**src/rtl/tick_timer_pkg.sv**
```systemverilog
package tick_timer_pkg;
  localparam logic [7:0] OFS_TICK_BUF = 8'h00;
  localparam logic [7:0] OFS_ICNT_BUF = 8'h08;
  localparam logic [7:0] OFS_CONTROL  = 8'h20;
  localparam logic [7:0] OFS_STATUS   = 8'h30;
  localparam logic [7:0] OFS_ENABLE   = 8'h34;

  localparam int CTL_RUN_TICK = 0;
  localparam int CTL_RUN_INT  = 1;
  localparam int CTL_INTERVAL = 2;
  localparam int CTL_W        = 3;

  typedef struct packed {
    logic interval;
    logic run_int;
    logic run_tick;
  } ctl_t;
endpackage

```
**src/rtl/tt_rst_sync.sv**
```systemverilog
module tt_rst_sync (
  input  logic clk,
  input  logic rst_n_i,
  output logic rst_n_o
);
  logic stage1_q;
  logic stage2_q;

  always_ff @(posedge clk or negedge rst_n_i) begin
    if (!rst_n_i) begin
      stage1_q <= 1'b0;
      stage2_q <= 1'b0;
    end else begin
      stage1_q <= 1'b1;
      stage2_q <= stage1_q;
    end
  end

  assign rst_n_o = stage2_q;
endmodule

```
**src/rtl/tt_prescaler.sv**
```systemverilog
module tt_prescaler #(
  parameter int CNT_W = 32
) (
  input  logic             clk,
  input  logic             rst_n,
  input  logic             run_i,
  input  logic [CNT_W-1:0] buf_i,
  output logic             tick_o
);
  logic [CNT_W-1:0] cnt_q;
  logic [CNT_W-1:0] cnt_d;
  logic             at_zero;

  assign at_zero = (cnt_q == '0);
  assign tick_o  = run_i && at_zero;

  always_comb begin
    if (!run_i || at_zero) begin
      cnt_d = buf_i;
    end else begin
      cnt_d = cnt_q - 1'b1;
    end
  end

  always_ff @(posedge clk or negedge rst_n) begin
    if (!rst_n) begin
      cnt_q <= '0;
    end else begin
      cnt_q <= cnt_d;
    end
  end


  reload_on_tick_chk: assert property (@(posedge clk) disable iff (!rst_n)
    (run_i && tick_o) |=> (cnt_q == $past(buf_i)));
endmodule

```
**src/rtl/tt_interval_counter.sv**
```systemverilog
module tt_interval_counter #(
  parameter int CNT_W = 31
) (
  input  logic             clk,
  input  logic             rst_n,
  input  logic             active_i,
  input  logic             tick_i,
  input  logic             interval_i,
  input  logic [CNT_W-1:0] buf_i,
  output logic             evt_o
);
  logic [CNT_W-1:0] icnt_q;
  logic [CNT_W-1:0] icnt_d;
  logic             spent_q;
  logic             spent_d;
  logic             expiring;

  assign expiring = (icnt_q <= CNT_W'(1));

  always_comb begin
    icnt_d  = icnt_q;
    spent_d = spent_q;
    evt_o   = 1'b0;
    if (!active_i) begin
      icnt_d  = buf_i;
      spent_d = 1'b0;
    end else if (tick_i && !spent_q) begin
      if (expiring) begin
        evt_o = 1'b1;
        if (interval_i) begin
          icnt_d = buf_i;
        end else begin
          icnt_d  = '0;
          spent_d = 1'b1;
        end
      end else begin
        icnt_d = icnt_q - 1'b1;
      end
    end
  end

  always_ff @(posedge clk or negedge rst_n) begin
    if (!rst_n) begin
      icnt_q  <= '0;
      spent_q <= 1'b0;
    end else begin
      icnt_q  <= icnt_d;
      spent_q <= spent_d;
    end
  end


  interval_reload_chk: assert property (@(posedge clk) disable iff (!rst_n)
    (evt_o && interval_i) |=> (icnt_q == $past(buf_i)));


  oneshot_once_chk: assert property (@(posedge clk) disable iff (!rst_n)
    (evt_o && !interval_i) |=> !evt_o);
endmodule

```
**src/rtl/tt_regs.sv**
```systemverilog
module tt_regs
  import tick_timer_pkg::*;
#(
  parameter int DATA_W = 32,
  localparam int ICNT_W = DATA_W - 1
) (
  input  logic              clk,
  input  logic              rst_n,
  input  logic              wr_en_i,
  input  logic [7:0]        addr_i,
  input  logic [DATA_W-1:0] wdata_i,
  input  logic              evt_i,
  output logic [DATA_W-1:0] rdata_o,
  output logic [DATA_W-1:0] tick_buf_o,
  output logic [ICNT_W-1:0] icnt_buf_o,
  output ctl_t              ctl_o,
  output logic              irq_o
);
  logic [DATA_W-1:0] tick_q, tick_d;
  logic [ICNT_W-1:0] ibuf_q, ibuf_d;
  ctl_t              ctl_q, ctl_d;
  logic              stat_q, stat_d;
  logic              en_q, en_d;
  logic              wr_tick, wr_ibuf, wr_ctl, wr_stat, wr_en_reg;

  assign wr_tick   = wr_en_i && (addr_i == OFS_TICK_BUF);
  assign wr_ibuf   = wr_en_i && (addr_i == OFS_ICNT_BUF) && wdata_i[DATA_W-1];
  assign wr_ctl    = wr_en_i && (addr_i == OFS_CONTROL);
  assign wr_stat   = wr_en_i && (addr_i == OFS_STATUS);
  assign wr_en_reg = wr_en_i && (addr_i == OFS_ENABLE);

  always_comb begin
    tick_d = wr_tick   ? wdata_i                 : tick_q;
    ibuf_d = wr_ibuf   ? wdata_i[ICNT_W-1:0]     : ibuf_q;
    ctl_d  = wr_ctl    ? ctl_t'(wdata_i[CTL_W-1:0]) : ctl_q;
    en_d   = wr_en_reg ? wdata_i[0]              : en_q;
    stat_d = stat_q;
    if (wr_stat && wdata_i[0]) begin
      stat_d = 1'b0;
    end
    if (evt_i) begin
      stat_d = 1'b1;
    end
  end

  always_ff @(posedge clk or negedge rst_n) begin
    if (!rst_n) begin
      tick_q <= '0;
      ibuf_q <= '0;
      ctl_q  <= '0;
      stat_q <= 1'b0;
      en_q   <= 1'b0;
    end else begin
      tick_q <= tick_d;
      ibuf_q <= ibuf_d;
      ctl_q  <= ctl_d;
      stat_q <= stat_d;
      en_q   <= en_d;
    end
  end

  always_comb begin
    unique case (addr_i)
      OFS_TICK_BUF: rdata_o = tick_q;
      OFS_ICNT_BUF: rdata_o = {1'b0, ibuf_q};
      OFS_CONTROL:  rdata_o = {{(DATA_W-CTL_W){1'b0}}, ctl_q};
      OFS_STATUS:   rdata_o = {{(DATA_W-1){1'b0}}, stat_q};
      OFS_ENABLE:   rdata_o = {{(DATA_W-1){1'b0}}, en_q};
      default:      rdata_o = '0;
    endcase
  end

  assign tick_buf_o = tick_q;
  assign icnt_buf_o = ibuf_q;
  assign ctl_o      = ctl_q;
  assign irq_o      = stat_q && en_q;


  ignore_unflagged_chk: assert property (@(posedge clk) disable iff (!rst_n)
    (wr_en_i && (addr_i == OFS_ICNT_BUF) && !wdata_i[DATA_W-1]) |=> $stable(ibuf_q));


  status_from_event_chk: assert property (@(posedge clk) disable iff (!rst_n)
    $rose(stat_q) |-> $past(evt_i));
endmodule

```
**src/rtl/core_tick_timer.sv**
```systemverilog
module core_tick_timer
  import tick_timer_pkg::*;
#(
  parameter int DATA_W = 32,
  localparam int ICNT_W = DATA_W - 1
) (
  input  logic              clk,
  input  logic              rst_n,
  input  logic              wr_en,
  input  logic [7:0]        addr,
  input  logic [DATA_W-1:0] wdata,
  output logic [DATA_W-1:0] rdata,
  output logic              irq
);
  logic              core_rst_n;
  logic [DATA_W-1:0] tick_buf;
  logic [ICNT_W-1:0] icnt_buf;
  ctl_t              ctl;
  logic              tick;
  logic              evt;

  tt_rst_sync i_rst_sync (
    .clk     (clk),
    .rst_n_i (rst_n),
    .rst_n_o (core_rst_n)
  );

  tt_regs #(.DATA_W(DATA_W)) i_regs (
    .clk        (clk),
    .rst_n      (core_rst_n),
    .wr_en_i    (wr_en),
    .addr_i     (addr),
    .wdata_i    (wdata),
    .evt_i      (evt),
    .rdata_o    (rdata),
    .tick_buf_o (tick_buf),
    .icnt_buf_o (icnt_buf),
    .ctl_o      (ctl),
    .irq_o      (irq)
  );

  tt_prescaler #(.CNT_W(DATA_W)) i_prescaler (
    .clk    (clk),
    .rst_n  (core_rst_n),
    .run_i  (ctl.run_tick),
    .buf_i  (tick_buf),
    .tick_o (tick)
  );

  tt_interval_counter #(.CNT_W(ICNT_W)) i_icnt (
    .clk        (clk),
    .rst_n      (core_rst_n),
    .active_i   (ctl.run_tick && ctl.run_int),
    .tick_i     (tick),
    .interval_i (ctl.interval),
    .buf_i      (icnt_buf),
    .evt_o      (evt)
  );


  no_event_half_started_chk: assert property (@(posedge clk) disable iff (!core_rst_n)
    !(ctl.run_tick && ctl.run_int) |-> !evt);
endmodule

```
**config.mk**
```make
export PLATFORM = sky130hd
export DESIGN_NAME = core_tick_timer
export DESIGN_NICKNAME = d
export VERILOG_FILES = /design/src/rtl/tick_timer_pkg.sv /design/src/rtl/tt_rst_sync.sv /design/src/rtl/tt_prescaler.sv /design/src/rtl/tt_interval_counter.sv /design/src/rtl/tt_regs.sv /design/src/rtl/core_tick_timer.sv
export SDC_FILE = /design/constraint.sdc
export NUM_CORES = 1
export LEC_CHECK = 0
export BUFFER_PORTS_ARGS = -buffer_cell sky130_fd_sc_hd__buf_2
export CAP_MARGIN = 20
export CORE_MARGIN = 2
export CORE_UTILIZATION = 33
export DETAILED_ROUTE_END_ITERATION = 8
export PLACE_DENSITY = 0.58
export SYNTH_ARGS = -nofsm -noshare
export SYNTH_HDL_FRONTEND = slang
export SYNTH_SLANG_ARGS = --single-unit
```
**constraint.sdc**
```tcl
create_clock -name clk -period 4 [get_ports clk]
set_input_delay 0.4 -clock clk [delete_from_list [all_inputs] [get_ports clk]]
set_output_delay 0.4 -clock clk [all_outputs]
set_load 0.03 [all_outputs]
```
Yosys cells after proc, flatten, opt, wreduce, memory -nomap -nowiden
Index checks and enable logic that the tools add are counted.
- register bits after elaboration: 134
- bits in latches: 0
- memory bits (writable): 0
- memory bits (read-only): 0
- logic and storage cells: 55
- memories kept: 0
- $add $sub $neg: 2
- multipliers: 0
- divide/modulo/power cells: 0
- order comparisons: 1
- equal/unequal tests: 7
- shift operators: 0
- muxes and demuxes: 15
- bitwise gates (word level): 0
- reductions and logical operators: 18
- operators by type and width (kind ; number):
    32-bit case mux with 5 select lines ; 1
    31-bit 2-to-1 mux ; 4
    32-bit zero test ; 1
    32-bit 2-to-1 mux ; 1
    32-bit by 1-bit subtractor with 32-bit output (second input constant) ; 1
    31-bit by 1-bit <= comparator with 1-bit output (second input constant) ; 1
    31-bit by 1-bit subtractor with 31-bit output (second input constant) ; 1
    8-bit by 6-bit == test with 1-bit output (second input constant) ; 3
    1-bit logical AND ; 11
    1-bit 2-to-1 mux ; 9
    8-bit by 4-bit == test with 1-bit output (second input constant) ; 1
    8-bit zero test ; 1
    2-bit != test (second input constant) ; 3
    3-bit AND reduction ; 1
    1-bit zero test ; 2
    2-bit nonzero test ; 1
    1-bit logical OR ; 1

Longest topological paths before layout
Gate-level depths: netlist (run 1).
- word-level depth: 6
- gate-level depth with buffers: 10
- gate-level depth less buffers: 9

Modules after synthesis
From an unflattened synthesis (run 1), not the netlist that was laid out.
- cells, all modules: 656
- area total of the unflattened synthesis: 7136.8 µm²
- modules (own cells, without submodules) (module ; instances ; cells each ; area each (µm²)):
    tt_regs ; 1 ; 237 ; 3109.2
    tt_interval_counter ; 1 ; 246 ; 2098.3
    tt_prescaler ; 1 ; 169 ; 1869.3
    tt_rst_sync ; 1 ; 3 ; 53.8
    core_tick_timer ; 1 ; 1 ; 6.3

Least setup slack after synthesis (run 1)
Ideal clock, no wire load.
- kind: reg-to-reg
- start: reg i_prescaler.cnt_q[22]
- end: reg i_icnt.icnt_q[25]
- setup time: 0.066 ns
- arrival: 2.870 ns
- required time: 3.934 ns
- setup slack: 1.064 ns
- cell stages (with the launch flop): 8
- buffers on the path: 1
- period minus slack after synthesis: 2.936 ns
- cell sequence: dfrtp_1 or4_4 or4_4 or4_4 buf_6 or4_4 a211oi_2 a221o_1
- cells in the longest elaborated chain, start to end: 4
- RTL lines (what ; line ; RTL):
    start, declared ; tt_prescaler.sv:10 ; logic [CNT_W-1:0] cnt_q;
    start signal, assigned ; tt_prescaler.sv:29 ; cnt_q <= cnt_d;
    32-bit zero test ; tt_prescaler.sv:14 ; assign at_zero = (cnt_q == '0);
    1-bit logical AND ; tt_prescaler.sv:15 ; assign tick_o = run_i && at_zero;
    1-bit logical AND ; tt_interval_counter.sv:27 ; end else if (tick_i && !spent_q) begin
    2-bit != test (no source line) ; n/a ;
    end signal, assigned ; tt_interval_counter.sv:47 ; icnt_q <= icnt_d;
    end, declared ; tt_interval_counter.sv:12 ; logic [CNT_W-1:0] icnt_q;
Every way passes these cells.
A chain may end at the register's enable or synchronous reset.

Worst setup path after layout (run 1)
- start: reg i_prescaler.cnt_q[22]
- end: reg i_icnt.icnt_q[26]
The elaborated chain is that of the path after synthesis.

==> metrics.md, run 1 <==
| Metric | Value |
|---|---|
| Io pins | `between 70 and 80` |
| CP most frequent cell | `or4_4` |
| Vias | `5521` |
| TritonCTS buffer count | `17` |
| Sequential fraction of the synthesis area | `48.0%` |
| Initial antenna violation count | `1` |
| Total gr overflow | `0` |
| Synthesized cell area | `6980 um2` |
| First-pass GRT wire length | `~30000 um` |
| Clock latency on the worst-skew pair | `0.42 ns` |
| Effective utilization at floorplan | `between 30% and 40%` |
| # clock sinks | `around 130` |
| WL per Instance | `between 15 and 20 um` |
| Slew Viols, Final | `0` |
| Relative slew slack | `35.0%` |
| YS warnings | `0` |
| Leakage | `roughly 4.0 nW` |
| Post-synthesis cell type count | `54` |
| Finish-stage setup viols | `0` |
| CP peak stage delay | `between 0.7 and 0.8 ns` |
| DP Cell Count | `1021` |
| DR iter-0 viols | `between 400 and 500` |
| Worst EP arrival | `between 3 and 4 ns` |
| CTS Buffer Depth | `2` |
| Via density | `5.24` |
| Root Buffer | `clkbuf_16` |
| Area grow syn2layout | `18.6%` |
| IR drop worst, VDD | `approximately 0.28 mV` |
| Setup crit end kind | `flip-flop` |
| Outcome | `complete, no violations` |
| Post_cts resized | `0` |
| Synth Area in Compound Gates | `between 10% and 20%` |
| Worst hold stages | `2` |
| Buffers added on ports | `between 70 and 80` |
| Setup TNS | `0 ns` |
| Ratio of cells with drive above 1 in the final layout | `a little over a quarter` |
| Worst-path fanout max | `37` |
| Post-route DRC violation count | `0` |
| Number of setup buffers added after CTS | `0` |
| Slowest cell on crit path | `or4_4` |
| CP cell instances | `or4_4 > or4_4 > or4_4 > or4_1 > a21oi_1 > a211oi_1 > o21ai_1` |
| Startpoint Class | `flip-flop` |
| Placed Area | `7710 um2` |
| RSZ-0062 raised after global routing | `false` |
| Final Cell Area | `~8300 um2` |
| FFs w/ async S/R, synth | `100%` |
| Die area | `around 22000 um2` |
| Filler cell count | `roughly 2100` |
| Critical path class | `reg -> reg` |
| TritonCTS clock tree | `built` |
| Mux contribution to synthesized area | `roughly 11%` |
| Clock Skew | `just over 0.006 ns` |
| Register Area | `3360 um2` |
| FF+latch count, synth | `134` |
| Final wirelength | `18600 um` |
| Hold WC Path Type | `in -> reg` |
| Cell count after synthesis | `694` |
| Pwr Total | `about 4 mW` |
| Synth Net Count | `741` |
| Avg Inst Size Synth | `10.1 um2` |
| XOR/XNOR Fraction of Synth Area | `5.39%` |
| Worst Tran Pin Value | `0.975 ns` |
| Die height | `between 100 and 150 um` |
| Pwr/cell area | `around 490 nW/um2` |
| Vias in the first global route | `between 5000 and 6000` |
| Maximum clock rate | `about 310 MHz` |
| Die Span X | `between 100 and 150 um` |
| Ys flop type | `dfrtp_1` |
| Number of hold violations in the final report | `0` |
| Dpl hpwl | `around 13000 um` |
| Placer Congestion | `0.816` |
| Rows | `53` |
| Fin cells | `roughly 1100` |
| H-tree depth | `4` |
| Area of the multi-input gates | `3440 um2` |
| Drt pass-1 iters | `5` |
| Max Cap Violations | `0` |
| Core area | `roughly 21000 um2` |
| R2R cell count | `7` |
| Simple-Gate Fraction of Synth Area | `around 16%` |
| Main combinational cell family by area after synthesis | `compound AO/OA/AOI/OAI gates` |
| Min cycle time layout | `roughly 3.2 ns` |
| EDFF count, synth | `0` |
| WP data required | `between 4 and 5 ns` |
| Adder-Cell Fraction of Synth Area | `less than 1%` |
| Largest net degree at the start of global routing | `65` |
| DRT antenna net count | `0` |
| Gr usage total | `between 10% and 20%` |
| Tcrit/Tclk final | `between 80% and 90%` |
| Clock slew at reported path FFs | `0.06 ns` |
| Nets | `about 810` |
-- what timing repair did --
item / 4_1_cts / 5_1_grt
hold buffers: 1 / 0
endpoints found under the setup margin: 0 / 0
endpoints found under the hold margin: 2 / 0
-- cell families after synthesis --
| logic type | after synthesis |
|---|---|
| compound gates | 165 |
| xor+xnor | 43 |
| fa+ha+maj | 4 |
| buf+inv | 51 |
| flops | 134 |
| mux | 67 |
| other cells | 1 |
| simple gates | 229 |
-- registers in the layout, indices dropped and copies added, names as in the netlist --
| register | count |
|---|---|
| i_prescaler.cnt_q | 32 |
| i_regs.tick_buf_o | 32 |
| i_icnt.icnt_q | 31 |
| i_regs.icnt_buf_o | 31 |
| i_regs.ctl_o | 3 |
| i_icnt.spent_q | 1 |
| i_regs.en_q | 1 |
| i_regs.stat_q | 1 |
| i_rst_sync.rst_n_o | 1 |
| i_rst_sync.stage1_q | 1 |
-- worst paths after layout --
| path | from | end | slack, ns |
|---|---|---|---|
| worst max-delay path | i_prescaler.cnt_q[22]$_DFF_PN0_ | i_icnt.icnt_q[26]$_DFFE_PN0P_ | 0.76 |
| min in group asynchronous | rst_n | i_rst_sync.rst_n_o$_DFF_PN0_ | 0.29 |
| worst min-delay path | wdata[6] | i_regs.icnt_buf_o[6]$_DFFE_PN0P_ | 0.23 |
| worst max register to register | i_prescaler.cnt_q[22]$_DFF_PN0_ | i_icnt.icnt_q[26]$_DFFE_PN0P_ | 0.76 |
| max in group asynchronous | i_rst_sync.rst_n_o$_DFF_PN0_ | i_regs.icnt_buf_o[5]$_DFFE_PN0P_ | 2.61 |
| worst min register to register | i_rst_sync.rst_n_o$_DFF_PN0_ | i_prescaler.cnt_q[23]$_DFF_PN0_ | 0.35 |
-- area by class of cell --
| class | count | share of cell area, % |
|---|---|---|
| repair buffers | 97 | 6.71 |
| diodes | 1 | 0.0302 |
| multi-input cells | 509 | 41.5 |
| well taps | 275 | 4.15 |
| clock buffers | 21 | 5.44 |
| flip-flops and latches | 134 | 40.5 |
| clock inverters | 10 | 1.30 |
| inverters | 7 | 0.317 |
-- cell usage in the layout (no fill, tap or decap), drive strengths merged, types with 2 or more instances in the layout --
cell / synthesis / layout
a21o: 2 / 2
xnor2: 27 / 27
nand4: 6 / 6
and3: 7 / 7
inv: 7 / 7
bufinv: 0 / 2
and2: 5 / 5
nor4b: 3 / 3
o31ai: 8 / 8
o21a: 2 / 2
xor2: 16 / 16
clkbuf: 33 / 21
ha: 4 / 4
nand2b: 4 / 4
clkinvlp: 0 / 3
nand3: 11 / 11
nor4: 18 / 18
nand2: 83 / 83
a211oi: 2 / 2
a31o: 2 / 2
nor3b: 2 / 2
o21ai: 47 / 47
or2: 2 / 2
nor2: 43 / 43
a311oi: 6 / 6
or3: 4 / 4
a31oi: 6 / 6
mux2: 67 / 67
o2bb2ai: 2 / 2
nor3: 26 / 26
buf: 11 / 96
or4: 12 / 12
a211o: 8 / 8
dfrtp: 134 / 134
a22oi: 5 / 5
a22o: 31 / 31
a221o: 5 / 5
a21oi: 30 / 30
clkinv: 0 / 5
-- power breakdown --
group | internal, mW | total [mW] | switching [mW]
sequential | 1.42 | 1.51 | 0.0858
combinational | 0.417 | 1.01 | 0.597
clock | 0.923 | 1.50 | 0.575
-- layer usage --
metal / global-route usage [%] / up-vias / routed length, um
li1: - / 2676 / -
met1: 24.8 / 2704 / 8860
met2: 26.8 / 118 / 8760
met3: 2.68 / 23 / 671
met4: 5.81 / 0 / 325
met5: 0 / - / 0
-- metrics by stage --
stage / setup slack [ns] / hold slack (ns) / utilization (%)
2_1_floorplan: 1.06 / 0.104 / -
3_3_place_gp: 0.794 / 0.185 / 36.9
3_5_place_dp: 0.770 / 0.186 / 36.9
4_1_cts: 0.751 / 0.207 / 39.6
5_1_grt: 0.647 / 0.223 / 39.7
6_report: 0.755 / 0.228 / 39.7
-- critical path: cells and delay by family (launching register included) --
kind               cells  cell delay [ns]
AOI/OAI and AO/OA      3             0.39
and+or+nand+nor        4             2.38
DFF                    1             0.40
-- synth_stat cells, types with 4 or more instances --
library cell  count  area [um2]
a211o_1           8        70.1
a21oi_1          30         150
a221o_1           5        50.1
a22o_1           31         272
a22oi_1           5        37.5
a311oi_1          6        52.6
a31oi_1           6        37.5
and2_1            5        31.3
and3_1            7        43.8
buf_1             9        33.8
clkbuf_1         33         124
dfrtp_1         134        3350
ha_1              4        50.1
inv_1             7        26.3
mux2_2           67         754
nand2_1          83         312
nand2b_1          4        25.0
nand3_1          11        55.1
nand4_1           6        37.5
nor2_1           43         161
nor3_1           26         130
nor4_1           18         113
o21ai_0          46         230
o31ai_1           8        60.1
or3_1             4        25.0
or4_1             8        60.1
or4_4             4        45.0
xnor2_1          27         236
xor2_1           16         140
(Power assumes the default switching activity.)
==> inputs of run 2 (changes only) <==
clock period = 2.65 ns   (was 4 ns; I/O delays follow)
==> metrics.md, run 2 (synthesized netlist as in run 1, its figures left out) <==
| Metric | Value |
|---|---|
| First-pass GRT wire length | `31300 um (+5.0%)` |
| Final wirelength | `19400 um (+4.2%)` |
| Vias in the first global route | `5853 (+11%)` |
| H-tree depth | `4 (unchanged)` |
| Leakage | `4.33 nW (+9.0%)` |
| Area grow syn2layout | `27.9%` |
| Maximum clock rate | `370 MHz (+20%)` |
| Final Cell Area | `8930 um2 (+7.8%)` |
| Via density | `5.27 (+0.54%)` |
| CP endpoint | `i_icnt.icnt_q[26]$_DFFE_PN0P_` |
| Hold WC Path Type | `in -> reg` |
| Register Area | `3360 um2 (unchanged)` |
| DRT antenna net count | `0 (unchanged)` |
| Number of hold violations in the final report | `0 (unchanged)` |
| Post-route DRC violation count | `0 (unchanged)` |
| Die area | `22300 um2 (unchanged)` |
| Clock Skew | `0.0112 ns (+0.00500 ns)` |
| WP data required | `3.01 ns (-1.33 ns)` |
| Ratio of cells with drive above 1 in the final layout | `33.9% (+7.5 points)` |
| Tcrit/Tclk final | `102% (+21 points)` |
| Effective utilization at floorplan | `33.4% (unchanged)` |
| Relative slew slack | `31.6% (-3.4 points)` |
| Most frequent cells in the layout | `dfrtp_1 (133), nand2_1 (81), buf_2 (75)` |
| Dpl hpwl | `13700 um (+4.7%)` |
| Setup crit end kind | `flip-flop` |
| TritonCTS clock tree | `built` |
| Io pins | `76 (unchanged)` |
| Worst-path fanout max | `5 (-86%)` |
| Buffers added on ports | `75 (unchanged)` |
| TritonCTS buffer count | `17 (unchanged)` |
| Drt pass-1 iters | `5 (unchanged)` |
| Clock slew at reported path FFs | `0.06 ns (about the same)` |
| Worst r2r dst | `i_icnt.icnt_q[26]$_DFFE_PN0P_` |
| Finish-stage setup viols | `9 (+9)` |
| Die height | `149 um (unchanged)` |
| Worst Tran Pin Value | `1.03 ns (+0.0512 ns)` |
| Failing checks | `setup timing` |
| Filler cell count | `2017 (-1.7%)` |
| Nets | `870 (+7.0%)` |
| Place WS | `-0.0722 ns (-0.843 ns)` |
| Slew Viols, Final | `0 (unchanged)` |
| Min cycle time layout | `2.70 ns (-0.540 ns)` |
| Largest net degree at the start of global routing | `43 (-34%)` |
| RSZ-0062 raised after global routing | `true` |
| Placed Area | `8130 um2 (+5.4%)` |
| Placer Congestion | `0.840 (+2.9%)` |
| IR drop worst, VDD | `0.446 mV (+61%)` |
| Most common cell after layout, fill and taps aside | `dfrtp_1` |
| Outcome | `finished, violations left` |
| Antenna Cells | `0 (-1)` |
| CTS Buffer Depth | `2 (unchanged)` |
| Reg-to-reg slack, setup | `-0.05 ns (-0.81 ns)` |
| Setup ws final | `-0.0545 ns (-0.810 ns)` |
| DR iter-0 viols | `373 (-9.5%)` |
| Crit path from | `i_prescaler.cnt_q[25]$_DFF_PN0_` |
| Worst EP arrival | `3.06 ns (-0.53 ns)` |
| Vias | `5851 (+6.0%)` |
| Startpoint Class | `flip-flop` |
| Pwr/cell area | `748 nW/um2 (+54%)` |
| WL per Instance | `17.5 um (-1.2%)` |
| Total gr overflow | `0 (unchanged)` |
| Clock latency on the worst-skew pair | `0.43 ns (about the same)` |
| # clock sinks | `134 (unchanged)` |
| Gr usage total | `17.9% (+0.61 points)` |
| Critical path class | `reg -> reg` |
| Root Buffer | `clkbuf_16` |
| Rows | `53 (unchanged)` |
| Die Span X | `149 um (unchanged)` |
| Max Cap Violations | `0 (unchanged)` |
| Core area | `20900 um2 (unchanged)` |
| R2R cell count | `7 (unchanged)` |
| Area of the multi-input gates | `3520 um2 (+2.4%)` |
| R2R Path Start | `i_prescaler.cnt_q[25]$_DFF_PN0_` |
| Initial antenna violation count | `0 (-1)` |
-- run 2: repair_timing --
item,CTS,global route
hold endpoints to repair,2,0
setup endpoints to repair,6,31
gates resized for setup,1,24
pin swaps,0,4
cloned,0,0
hold buffers,1,0
buffers inserted,1,7
-- run 2: critical path, cell delays in order, from the launching register on --
cell and delay (ns):
dfrtp_1 0.37, or4_4 0.53, or4_4 0.51, or4_4 0.48, or4_4 0.44, a21oi_2 0.14, a211oi_1 0.05, o21ai_1 0.12
-- run 2: routing by layer --
layer  vias up  share of wire, %  global-route usage (%)
li1       2794                 -                       -
met1      2898                46                    24.2
met2       137                49                    29.8
met3        22               3.7                    3.14
met4         0               1.3                    4.86
met5         -                 0                       0
-- run 2: cell type report --
| cell class | count | area share [%] |
|---|---|---|
| clock buffer | 17 | 4.76 |
| multi-input combinational | 509 | 39.5 |
| clock inverter | 15 | 2.28 |
| inverter | 7 | 0.294 |
| sequential | 134 | 37.6 |
| timing repair buffer | 154 | 11.8 |
| tap | 275 | 3.85 |
-- run 2: worst min-delay path by stage --
stage,to,slack [ns],cells after the start,startpoint
4_1_cts,i_regs.icnt_buf_o[20]$_DFFE_PN0P_,0.07,2,wdata[20]
3_3_place_gp,i_rst_sync.stage1_q$_DFF_PN0_,0.05,1,rst_n
2_1_floorplan,i_rst_sync.rst_n_o$_DFF_PN0_,-0.03,0,rst_n
6_report,i_regs.icnt_buf_o[11]$_DFFE_PN0P_,0.09,2,wdata[11]
5_1_grt,i_regs.icnt_buf_o[20]$_DFFE_PN0P_,0.08,2,wdata[20]
3_5_place_dp,i_rst_sync.stage1_q$_DFF_PN0_,0.05,1,rst_n
-- run 2: stage by stage --
step	util [%]	hold WS [ns]	total power, mW	std cells	setup TNS [ns]
floorplan	-	-0.0306	3.42	694	-0.171
global placement	38.9	0.0513	4.00	1070	-0.0690
detailed placement	38.9	0.0532	4.02	1070	-0.160
CTS	42.0	0.0742	6.56	1104	-0.111
global route	42.8	0.0762	7.03	1111	-1.38
finish	42.8	0.0867	6.68	1111	-0.276
-- run 2: power breakdown --
group          switching [mW]  internal [mW]
logic                    1.01          0.885
clock network           0.940           1.58
registers               0.119           2.15
